`src/rtl/ssr_pkg.sv`:
```
package ssr_pkg;
  // event-flag index; register bit = 7 - index
  localparam int NFLAG    = 5;
  localparam int F_TXE    = 0;
  localparam int F_RXF    = 1;
  localparam int F_OVR    = 2;
  localparam int F_FRM    = 3;
  localparam int F_PAR    = 4;
  localparam int B_TEND   = 2;
  localparam int B_MPBRX  = 1;
  localparam int B_MPBTX  = 0;
  localparam logic [NFLAG-1:0] FLAG_RST  = 5'b00001;
  // flags whose clear request also clears transmit-complete
  localparam logic [NFLAG-1:0] TEND_LINK = 5'b00001;
  localparam logic [7:0] REG_RST = 8'h84;
endpackage

```
`src/rtl/ssr_parity_chk.sv`:
```
module ssr_parity_chk #(
  parameter int DW = 8
) (
  input  logic [DW-1:0] data,
  input  logic          pbit,
  input  logic          odd,
  input  logic          en,
  output logic          err
);
  logic ones_odd;
  assign ones_odd = ^{data, pbit};
  assign err      = en && (ones_odd != odd);
endmodule

```
`src/rtl/ssr_flag_cell.sv`:
```
module ssr_flag_cell #(
  parameter logic RST_VAL = 1'b0
) (
  input  logic clk,
  input  logic rst,
  input  logic hw_set,
  input  logic hw_clr,
  input  logic bus_rd,
  input  logic bus_wr,
  input  logic wr_bit,
  output logic q,
  output logic clr_req
);
  logic armed;
  logic sw_clr;

  assign sw_clr  = bus_wr && !wr_bit && armed;
  assign clr_req = hw_clr || sw_clr;

  always_ff @(posedge clk) begin
    if (rst) begin
      q     <= RST_VAL;
      armed <= 1'b0;
    end else begin
      if (hw_set)       q <= 1'b1;
      else if (clr_req) q <= 1'b0;
      if (bus_wr)           armed <= 1'b0;
      else if (bus_rd && q) armed <= 1'b1;
    end
  end

  // a set event always leaves the flag high
  p_set_wins_r13: assert property (@(posedge clk) disable iff (rst)
    hw_set |=> q);
  // without a hardware clear or an armed zero write the flag holds
  p_hold_unarmed_r4: assert property (@(posedge clk) disable iff (rst)
    (q && !hw_clr && !(bus_wr && !wr_bit && armed)) |=> q);
  // a write leaves no permission behind
  p_write_disarms_r5: assert property (@(posedge clk) disable iff (rst)
    bus_wr |=> !armed);
endmodule

```
`src/rtl/serial_status_reg.sv`:
```
module serial_status_reg
  import ssr_pkg::*;
#(
  parameter int DW = 8
) (
  input  logic          clk,
  input  logic          rst,
  input  logic          tx_enable,
  input  logic          parity_en,
  input  logic          parity_odd,
  input  logic          bus_rd,
  input  logic          bus_wr,
  input  logic [7:0]    bus_wdata,
  output logic [7:0]    bus_rdata,
  input  logic          tx_load,
  input  logic          tx_last_bit,
  input  logic          rx_done,
  input  logic [DW-1:0] rx_data,
  input  logic          rx_parity,
  input  logic          rx_stop,
  input  logic          rx_mpb,
  input  logic          xc_tdr_write,
  input  logic          xc_rdr_read,
  output logic          mpb_tx
);
  logic [NFLAG-1:0] flg;
  logic [NFLAG-1:0] set_v;
  logic [NFLAG-1:0] clr_v;
  logic [NFLAG-1:0] clr_req;
  logic             perr;
  logic             tend_q;
  logic             tend_set;
  logic             tend_clr;
  logic             mpb_rx_q;
  logic             mpb_tx_q;

  ssr_parity_chk #(.DW(DW)) u_par (
    .data (rx_data),
    .pbit (rx_parity),
    .odd  (parity_odd),
    .en   (parity_en),
    .err  (perr)
  );

  always_comb begin
    set_v         = '0;
    clr_v         = '0;
    set_v[F_TXE]  = tx_load || !tx_enable;
    clr_v[F_TXE]  = xc_tdr_write;
    set_v[F_RXF]  = rx_done && rx_stop && !perr;
    clr_v[F_RXF]  = xc_rdr_read;
    set_v[F_OVR]  = rx_done && flg[F_RXF];
    set_v[F_FRM]  = rx_done && !rx_stop;
    set_v[F_PAR]  = rx_done && perr;
  end

  for (genvar i = 0; i < NFLAG; i++) begin : g_flag
    ssr_flag_cell #(.RST_VAL(FLAG_RST[i])) u_cell (
      .clk     (clk),
      .rst     (rst),
      .hw_set  (set_v[i]),
      .hw_clr  (clr_v[i]),
      .bus_rd  (bus_rd),
      .bus_wr  (bus_wr),
      .wr_bit  (bus_wdata[7-i]),
      .q       (flg[i]),
      .clr_req (clr_req[i])
    );
  end

  assign tend_set = (tx_last_bit && flg[F_TXE]) || !tx_enable;
  assign tend_clr = |(clr_req & TEND_LINK);

  always_ff @(posedge clk) begin
    if (rst) begin
      tend_q   <= REG_RST[B_TEND];
      mpb_rx_q <= 1'b0;
      mpb_tx_q <= 1'b0;
    end else begin
      if (tend_set)      tend_q <= 1'b1;
      else if (tend_clr) tend_q <= 1'b0;
      if (rx_done) mpb_rx_q <= rx_mpb;
      if (bus_wr)  mpb_tx_q <= bus_wdata[B_MPBTX];
    end
  end

  always_comb begin
    for (int i = 0; i < NFLAG; i++) bus_rdata[7-i] = flg[i];
    bus_rdata[B_TEND]  = tend_q;
    bus_rdata[B_MPBRX] = mpb_rx_q;
    bus_rdata[B_MPBTX] = mpb_tx_q;
  end
  assign mpb_tx = mpb_tx_q;

  p_reset_val_r1: assert property (@(posedge clk)
    rst |=> bus_rdata == REG_RST);
  p_tx_off_r6: assert property (@(posedge clk) disable iff (rst)
    !tx_enable |=> (bus_rdata[7] && bus_rdata[B_TEND]));
  p_overrun_r9: assert property (@(posedge clk) disable iff (rst)
    (rx_done && bus_rdata[6]) |=> bus_rdata[5]);
  p_framing_r10: assert property (@(posedge clk) disable iff (rst)
    (rx_done && !rx_stop) |=> (bus_rdata[4] && !$past(bus_rdata[6]) == !bus_rdata[6]));
  p_mpb_follow_r12: assert property (@(posedge clk) disable iff (rst)
    rx_done |=> bus_rdata[B_MPBRX] == $past(rx_mpb));
endmodule

```
`config.mk`:
```
export PLATFORM = sky130hd
export DESIGN_NAME = serial_status_reg
export DESIGN_NICKNAME = d
export VERILOG_FILES = /design/src/rtl/ssr_pkg.sv /design/src/rtl/ssr_parity_chk.sv /design/src/rtl/ssr_flag_cell.sv /design/src/rtl/serial_status_reg.sv
export SDC_FILE = /design/constraint.sdc
export NUM_CORES = 1
export LEC_CHECK = 0
export BUFFER_PORTS_ARGS = -buffer_cell sky130_fd_sc_hd__buf_2
export CORE_MARGIN = 5
export CORE_UTILIZATION = 46
export CTS_BUF_LIST = sky130_fd_sc_hd__clkbuf_8
export DETAILED_ROUTE_END_ITERATION = 7
export GPL_ROUTABILITY_DRIVEN = 0
export PLACE_DENSITY = 0.82
export SLEW_MARGIN = 30
export SYNTH_ARGS = -nofsm -noshare
export SYNTH_HDL_FRONTEND = slang
export SYNTH_SLANG_ARGS = --single-unit
```
`constraint.sdc`:
```
create_clock -name clk -period 4.3 [get_ports clk]
set_clock_uncertainty 0.05 [all_clocks]
set_input_delay 0.86 -clock clk [delete_from_list [all_inputs] [get_ports clk]]
set_output_delay 0.86 -clock clk [all_outputs]
set_load 0.005 [all_outputs]
```
After elaboration in Yosys (flattened, before gate mapping)
Index checks and enable logic that the tools add are counted.

cells by class
  equality and inequality tests = 1
  muxes and demuxes = 8
  reductions and logical operators = 42

operator list
  cell                   number
  1-bit logical AND      22
  9-bit XOR reduction    1
  1-bit zero test        8
  1-bit two-way mux      8
  2-bit nonzero test     4
  2-bit OR reduction     3
  1-bit logical OR       4
  1-bit inequality test  1

storage, ports and cells
  register bits = 13
  bits of input ports = 31
  output and inout port bits = 9

Logic depth before layout (Yosys ltp)
Gate-level depths: netlist of the first run.

  word-level depth = 6
  mapped depth = 4

Modules after synthesis
A second synthesis of the first run with hierarchy kept.

second synthesis, totals
  cells, all modules = 72
  area total of the unflattened synthesis = 691.9 µm²

modules (own cells, without submodules)
  module                                 instances  cells each  area an instance (µm²)  sequential area each (µm²)
  ssr_flag_cell at g_flag[1].u_cell ...  4          9           90.1                    40.0
  serial_status_reg                      1          19          166.4                   60.1
  ssr_parity_chk                         1          9           90.1                    0.0
  ssr_flag_cell at g_flag[0].u_cell      1          8           75.1                    40.0

Worst setup path before layout of the first run
No wires, ideal clock.

  path kind = input port to flip-flop
  start = input rx_data[2]
  end = register g_flag[1].u_cell.q
  arrival = 1.927 ns
  required time = 4.138 ns
  setup slack = 2.211 ns
  stages on the path = 4
  cell sequence = xnor2_1 -> xnor3_1 -> and4_4 -> a2111oi_1

on the way
  cells in the longest elaborated chain, start to end = 6
  elaborated cells between the ends (all ways) = 7

RTL lines
  element                                                  RTL line                 source
  from (decl)                                              serial_status_reg.sv:18  input logic [DW-1:0] rx_data,
  9-bit XOR reduction *                                    ssr_parity_chk.sv:11     assign ones_odd = ^{data, pbit};
  1-bit inequality test *                                  ssr_parity_chk.sv:12     assign err = en && (ones_odd != odd);
  1-bit logical AND *                                      ssr_parity_chk.sv:12
  1-bit zero test *                                        serial_status_reg.sv:50  set_v[F_RXF] = rx_done && rx_stop && !perr;
  1-bit logical AND *                                      serial_status_reg.sv:50
  1-bit two-way mux or 2-bit nonzero test (tied branches)  n/a
  to (signal assigned)                                     ssr_flag_cell.sv:22      q <= RST_VAL;
  to (signal assigned)                                     ssr_flag_cell.sv:25      if (hw_set) q <= 1'b1;
  to (signal assigned)                                     ssr_flag_cell.sv:26      else if (clr_req) q <= 1'b0;
  to (decl)                                                ssr_flag_cell.sv:11      output logic q,

Every way passes the cells marked *; elsewhere a longest branch is shown, timed or not.
A chain may end at the register's enable or synchronous reset.

Worst setup path in the final report of the first run
Ends and elaborated chain as after synthesis.

==> impl_metrics.tcl, run 1 <==
set metrics [dict create \
    worstHoldPathType "register to register" \
    fmax_mhz 495.2 \
    synth_seq_area_share_pct 40.31 \
    die_w_um 47.47 \
    status "completed" \
    synthDominantCellAreaShare_pct 40.31 \
    worst_hold_startpoint "g_flag[1].u_cell.q" \
    antenna_left 0 \
    r2r_start "g_flag[1].u_cell.q" \
    route.final.wire_length_mm 1.427 \
    timing.final.hold_violations 0 \
    cp-start-kind "input port" \
    route.detailed.vias_per_inst 4.957 \
    num-nets-final 133 \
    syn_area_per_cell_um2 9.223 \
    grt_max_degree 14 \
    timing.final.max_slew_violations 0 \
    dieArea_um2 2253 \
    grt_first_pass_wirelength_mm 1.932 \
    vdd_ir_drop_max_mv 0.2822 \
    placeableCoreArea_um2 1318 \
    drt_pre_antenna_iters 4 \
    synthTopCellsByArea "dfxtp_1 40%, buf_4 9.3%, a21oi_1 5.4%, xnor2_1 4.1%, xor2_1 4.1%" \
    crit_arrival_ps 2100 \
    globalRoute.totalOverflow 0 \
    clkSinkCount 13 \
    number_of_distinct_library_cells_after_synthesis 23 \
    hold_depth 2 \
    detail_route.drc_violations 0 \
    starting_density_of_the_core_pct 49.00 \
    cts_made_buffers 3 \
    cts_htree_levels 1 \
    power.density_nw_per_um2 351.5 \
    hold_path_end "g_flag[2].u_cell.q" \
    grt_setup_unrepaired "no" \
    required_ps 4380 \
    cts_hold_repair.buffers 0 \
    slowest_cell_delay_on_critical_path_ps 460 \
    pleak_uw 0.0003917 \
    syn_inst 70 \
    period_share_pct 46.96 \
    finalSetupViolations 0 \
    detail_route.wl_per_cell_um 12.30 \
    ys_warnings 0 \
    layout.cells.most_common "buf_2" \
    cts_setup_buffers 0 \
    clkLatencyLatePin_ps 240 \
    reg2reg_to "g_flag[1].u_cell.q" \
    synth_seq_cells 13 \
    first_global_vias 482 \
    num_rows 13 \
    antenna_found_initial 0 \
    clock_root_buffer "clkbuf_8" \
    drtIter0Drc 9 \
    setup_tns_ps 0 \
    placement.setup.worst_slack_ps 2038 \
    via_count 575 \
    mostFrequentLayoutCells "37 x buf_2, 13 x dfxtp_1, 7 x a21oi_1" \
    timing.max_slew.rel_slack_pct 78.67 \
    reg2regPathDepth 4 \
    antenna_cells 0 \
    worst-setup-path-type "input port to register" \
    ff2ff_setup_slack_ps 2990 \
    finalCriticalPeriod_ps 2019 \
    mappedNetlistArea_um2 645.6 \
    synth.largest_area_cell "dfxtp_1" \
    cts_buffer_depth 2 \
    total_power_uw 290.7 \
    pin_count 40 \
    cell_at_the_slowest_stage_of_the_critical_path "xnor3_1" \
    timing.critical_path.cells "buf_2 -> xnor2_1 -> xnor3_1 -> and4_4 -> a2111oi_1" \
    layout-drive-gt1-share_pct 41.58 \
    worst_setup_path_end_kind "register" \
    grt_usage_pct 13.42 \
    timing.critical_path.fanout_max 3 \
    timing.max_cap.violations 0 \
    dp_hpwl_mm 1.158 \
    cts_tree "built" \
    timing_worst_slew_pin_value_ps 316.6 \
    mappedNetlistNets 101 \
    cts_resized 0 \
    post-route-worst-setup-slack_ps 2281 \
    port_buffers 37 \
    cts.clk_slew.worst_paths_ps 50 \
    area_growth_syn_to_layout_pct 28.10 \
    die_height_um 47.47 \
]
==> cell type report <==
cell class / instances / area, um^2
timing repair buffer: 37 / 185.2
sequential: 13 / 260.3
clock inverter: 1 / 3.754
inverter: 2 / 7.507
multi-input combinational: 45 / 310.3
clock buffer: 3 / 41.29
tap: 15 / 18.77
fill: 124 / 490.5
==> routing by layer <==
| metal | GRT usage [%] | wire length, um | part of all wire [%] |
|---|---|---|---|
| met1 | 13.07 | 533 | 37 |
| met2 | 22.46 | 767 | 54 |
| met3 | 5.639 | 92 | 6.4 |
| met4 | 9.945 | 34 | 2.4 |
| met5 | 0 | 0 | 0 |
==> power by group <==
| part | total (uW) | internal, uW | switching, uW |
|---|---|---|---|
| clock | 102 | 62.8 | 39.6 |
| combinational | 57.3 | 32.1 | 25.2 |
| sequential | 131 | 127 | 3.91 |
| total | 291 | 222 | 68.7 |
==> worst max path at each step <==
stage,slack [ps],start,endpoint,cells after the start
2_1_floorplan,2210,rx_data[2],g_flag[1].u_cell.q,4
3_3_place_gp,2050,rx_data[2],g_flag[1].u_cell.q,5
3_5_place_dp,2040,rx_data[2],g_flag[1].u_cell.q,5
4_1_cts,2270,rx_data[2],g_flag[1].u_cell.q,5
5_1_grt,2180,rx_data[2],g_flag[1].u_cell.q,5
6_report,2280,rx_data[2],g_flag[1].u_cell.q,5
==> logic make-up after synthesis <==
family | count (synthesis) | share of synthesized area [%]
AO/OA/AOI/OAI | 16 | 15.31
XOR/XNOR | 8 | 14.15
buffers and inverters | 12 | 11.63
flip-flops | 13 | 40.31
multiplexers | 2 | 3.101
AND/OR/NAND/NOR | 19 | 15.50
==> state kept, by name, indices dropped and copies added, names as in the netlist <==
name                 count
g_flag.u_cell.armed      5
g_flag.u_cell.q          5
mpb_tx                   1
tend_q                   1
mpb_rx_q                 1
==> metrics by stage <==
step | utilization, % | hold WS [ps] | cells | instance area, um^2
2_1_floorplan | - | 404.1 | 70 | 645.6
3_3_place_gp | 59.35 | 417.4 | 112 | 782.0
6_report | 62.77 | 431.8 | 116 | 827.0
3_5_place_dp | 59.35 | 426.9 | 112 | 782.0
5_1_grt | 62.77 | 464.9 | 116 | 827.0
4_1_cts | 62.77 | 432.0 | 116 | 827.0
==> critical path, delay by kind of cell <==
family,cells,cell delay (ps)
AOI/OAI and AO/OA,1,330
xor gates and xnor gates,2,610
buffers and inverters,1,100
and+or+nand+nor,1,200
==> cell usage after synthesis, drive strengths merged <==
master	instances
dfxtp	13
buf	8
a21oi	7
nand2	6
nor3	5
o21ai	4
xnor2	4
nand2b	3
xor2	3
clkbuf	2
inv	2
mux2i	2
nor2	2
a2111oi	1
a211o	1
a221o	1
a31oi	1
and4	1
nor2b	1
nor4b	1
o32ai	1
xnor3	1
Power figures use the tool's default switching activity.
==> run 2, diff against run 1 <==
--- a/config.mk
+++ b/config.mk
@@ -7,11 +7,11 @@
 export LEC_CHECK = 0
 export BUFFER_PORTS_ARGS = -buffer_cell sky130_fd_sc_hd__buf_2
 export CORE_MARGIN = 5
-export CORE_UTILIZATION = 46
+export CORE_UTILIZATION = 43
 export CTS_BUF_LIST = sky130_fd_sc_hd__clkbuf_8
 export DETAILED_ROUTE_END_ITERATION = 7
 export GPL_ROUTABILITY_DRIVEN = 0
-export PLACE_DENSITY = 0.82
+export PLACE_DENSITY = 0.77
 export SLEW_MARGIN = 30
 export SYNTH_ARGS = -nofsm -noshare
 export SYNTH_HDL_FRONTEND = slang
==> constraint.sdc (replaced) <==
create_clock -name clk -period 2.1 [get_ports clk]
set_clock_uncertainty 0.05 [all_clocks]
set_input_delay 0.42 -clock clk [delete_from_list [all_inputs] [get_ports clk]]
set_output_delay 0.42 -clock clk [all_outputs]
set_load 0.005 [all_outputs]
==> impl_metrics.tcl, run 2 (same netlist as run 1, synthesis figures left out) <==
set metrics [dict create \
    antenna_cells 0 \
    timing_worst_slew_pin_value_ps 333.9 \
    placeableCoreArea_um2 1471 \
    worstHoldPathType "input port to register" \
    die_height_um 48.75 \
    antenna_found_initial 0 \
    clkSinkCount 13 \
    cts.clk_slew.worst_paths_ps 50 \
    detail_route.wl_per_cell_um 11.54 \
    timing.max_slew.rel_slack_pct 77.50 \
    timing.critical_path.cells "buf_2 -> xnor2_1 -> xnor3_1 -> and4_4 -> a2111oi_1" \
    grt_first_pass_wirelength_mm 2.304 \
    starting_density_of_the_core_pct 43.88 \
    worst-setup-path-type "input port to register" \
    timing.critical_path.buf_inv 1 \
    critical-path-top-delay-family "XOR/XNOR gates" \
    timing.final.hold_violations 0 \
    grt_usage_pct 11.94 \
    finalCriticalPeriod_ps 1570 \
    period_share_pct 74.74 \
    grt_setup_unrepaired "no" \
    layout-drive-gt1-share_pct 41.58 \
    fillerInstances 138 \
    finalSetupViolations 0 \
    regArea_um2 260.3 \
    globalRoute.totalOverflow 0 \
    cts_made_buffers 3 \
    grt_max_degree 14 \
    cts_htree_levels 1 \
    layout_top_registers "g_flag.u_cell.armed (5), g_flag.u_cell.q (5)" \
    cts_buffer_depth 2 \
    setup_tns_ps 0 \
    route.detailed.vias_per_inst 4.880 \
    route.final.wire_length_mm 1.350 \
    vdd_ir_drop_max_mv 0.6198 \
    first_global_vias 566 \
    cp-start-kind "input port" \
    crit_arrival_ps 1650 \
    cts_hold_repair.buffers 0 \
    drtIter0Drc 3 \
    timing.final.max_slew_violations 0 \
    num_rows 14 \
    dp_hpwl_mm 1.107 \
    cts_setup_buffers 0 \
    layout.core_utilization_pct 56.29 \
    cts_resized 0 \
    mostFrequentLayoutCells "37 x buf_2, 13 x dfxtp_1, 7 x a21oi_1" \
    pleak_uw 0.0003917 \
    via_count 571 \
    drt_pre_antenna_iters 3 \
    placement.setup.worst_slack_ps 285.5 \
    timing.critical_path.fanout_max 3 \
    worst_setup_path_end_kind "register" \
    clkLatencyLatePin_ps 240 \
    timing.max_cap.violations 0 \
    clock_root_buffer "clkbuf_8" \
    area_growth_syn_to_layout_pct 28.29 \
    die_w_um 48.75 \
    slowest_cell_delay_on_critical_path_ps 450 \
    fmax_mhz 637.1 \
    num-nets-final 133 \
    post-route-worst-setup-slack_ps 530.4 \
    required_ps 2180 \
    power.density_nw_per_um2 718.6 \
    port_buffers 37 \
    antenna_left 0 \
    pin_count 40 \
    layout.cells.most_common "buf_2" \
    detail_route.drc_violations 0 \
    cts_tree "built" \
    multi_input_comb_area_um2 310.3 \
    dieArea_um2 2377 \
    status "completed" \
    cell_at_the_slowest_stage_of_the_critical_path "xnor3_1" \
]
## run 2: cell counts in the layout (fill, tap and decap cells not counted)
Identical to the previous run, type by type.
## run 2: report_power, final
group,switching [uW],internal (uW)
Combinational,50.8,65.7
Clock,82.0,129
Sequential,7.68,260
## run 2: metal layers
layer / global-route usage (%) / vias to the layer above / wire length, um
met3: 5.215 / 2 / 83
li1: - / 302 / -
met2: 21.30 / 14 / 720
met4: 1.345 / 0 / 4
met1: 13.35 / 253 / 542
met5: 0 / - / 0
## run 2: path summary, 6_finish.rpt
kind | slack [ps] | from | cells past startpoint | to
worst min-delay path | 310 | tx_load | 2 | g_flag[0].u_cell.q
worst max register to register | 770 | g_flag[1].u_cell.q | 4 | g_flag[1].u_cell.q
worst max-delay path | 530 | rx_data[2] | 5 | g_flag[1].u_cell.q
worst min register to register | 440 | g_flag[1].u_cell.q | 2 | g_flag[2].u_cell.q
## run 2: through the flow
step | hold WS, ps | total power, uW | std cells | cell area, um^2
after floorplan | 404.1 | 354.3 | 70 | 645.6
after global placement | 417.0 | 387.2 | 113 | 783.3
after detailed placement | 432.9 | 390.3 | 113 | 783.3
after CTS | 308.4 | 602.9 | 117 | 828.3
after global routing | 319.0 | 626.2 | 117 | 828.3
final | 309.4 | 595.2 | 117 | 828.3
## run 2: cell type report
type | count | area share [%]
inverters | 2 | 0.9063
clock buffers | 3 | 4.985
multi-input cells | 45 | 37.46
repair buffers | 37 | 22.36
flip-flops and latches | 13 | 31.42
well taps | 16 | 2.417
clock inverters | 1 | 0.4532
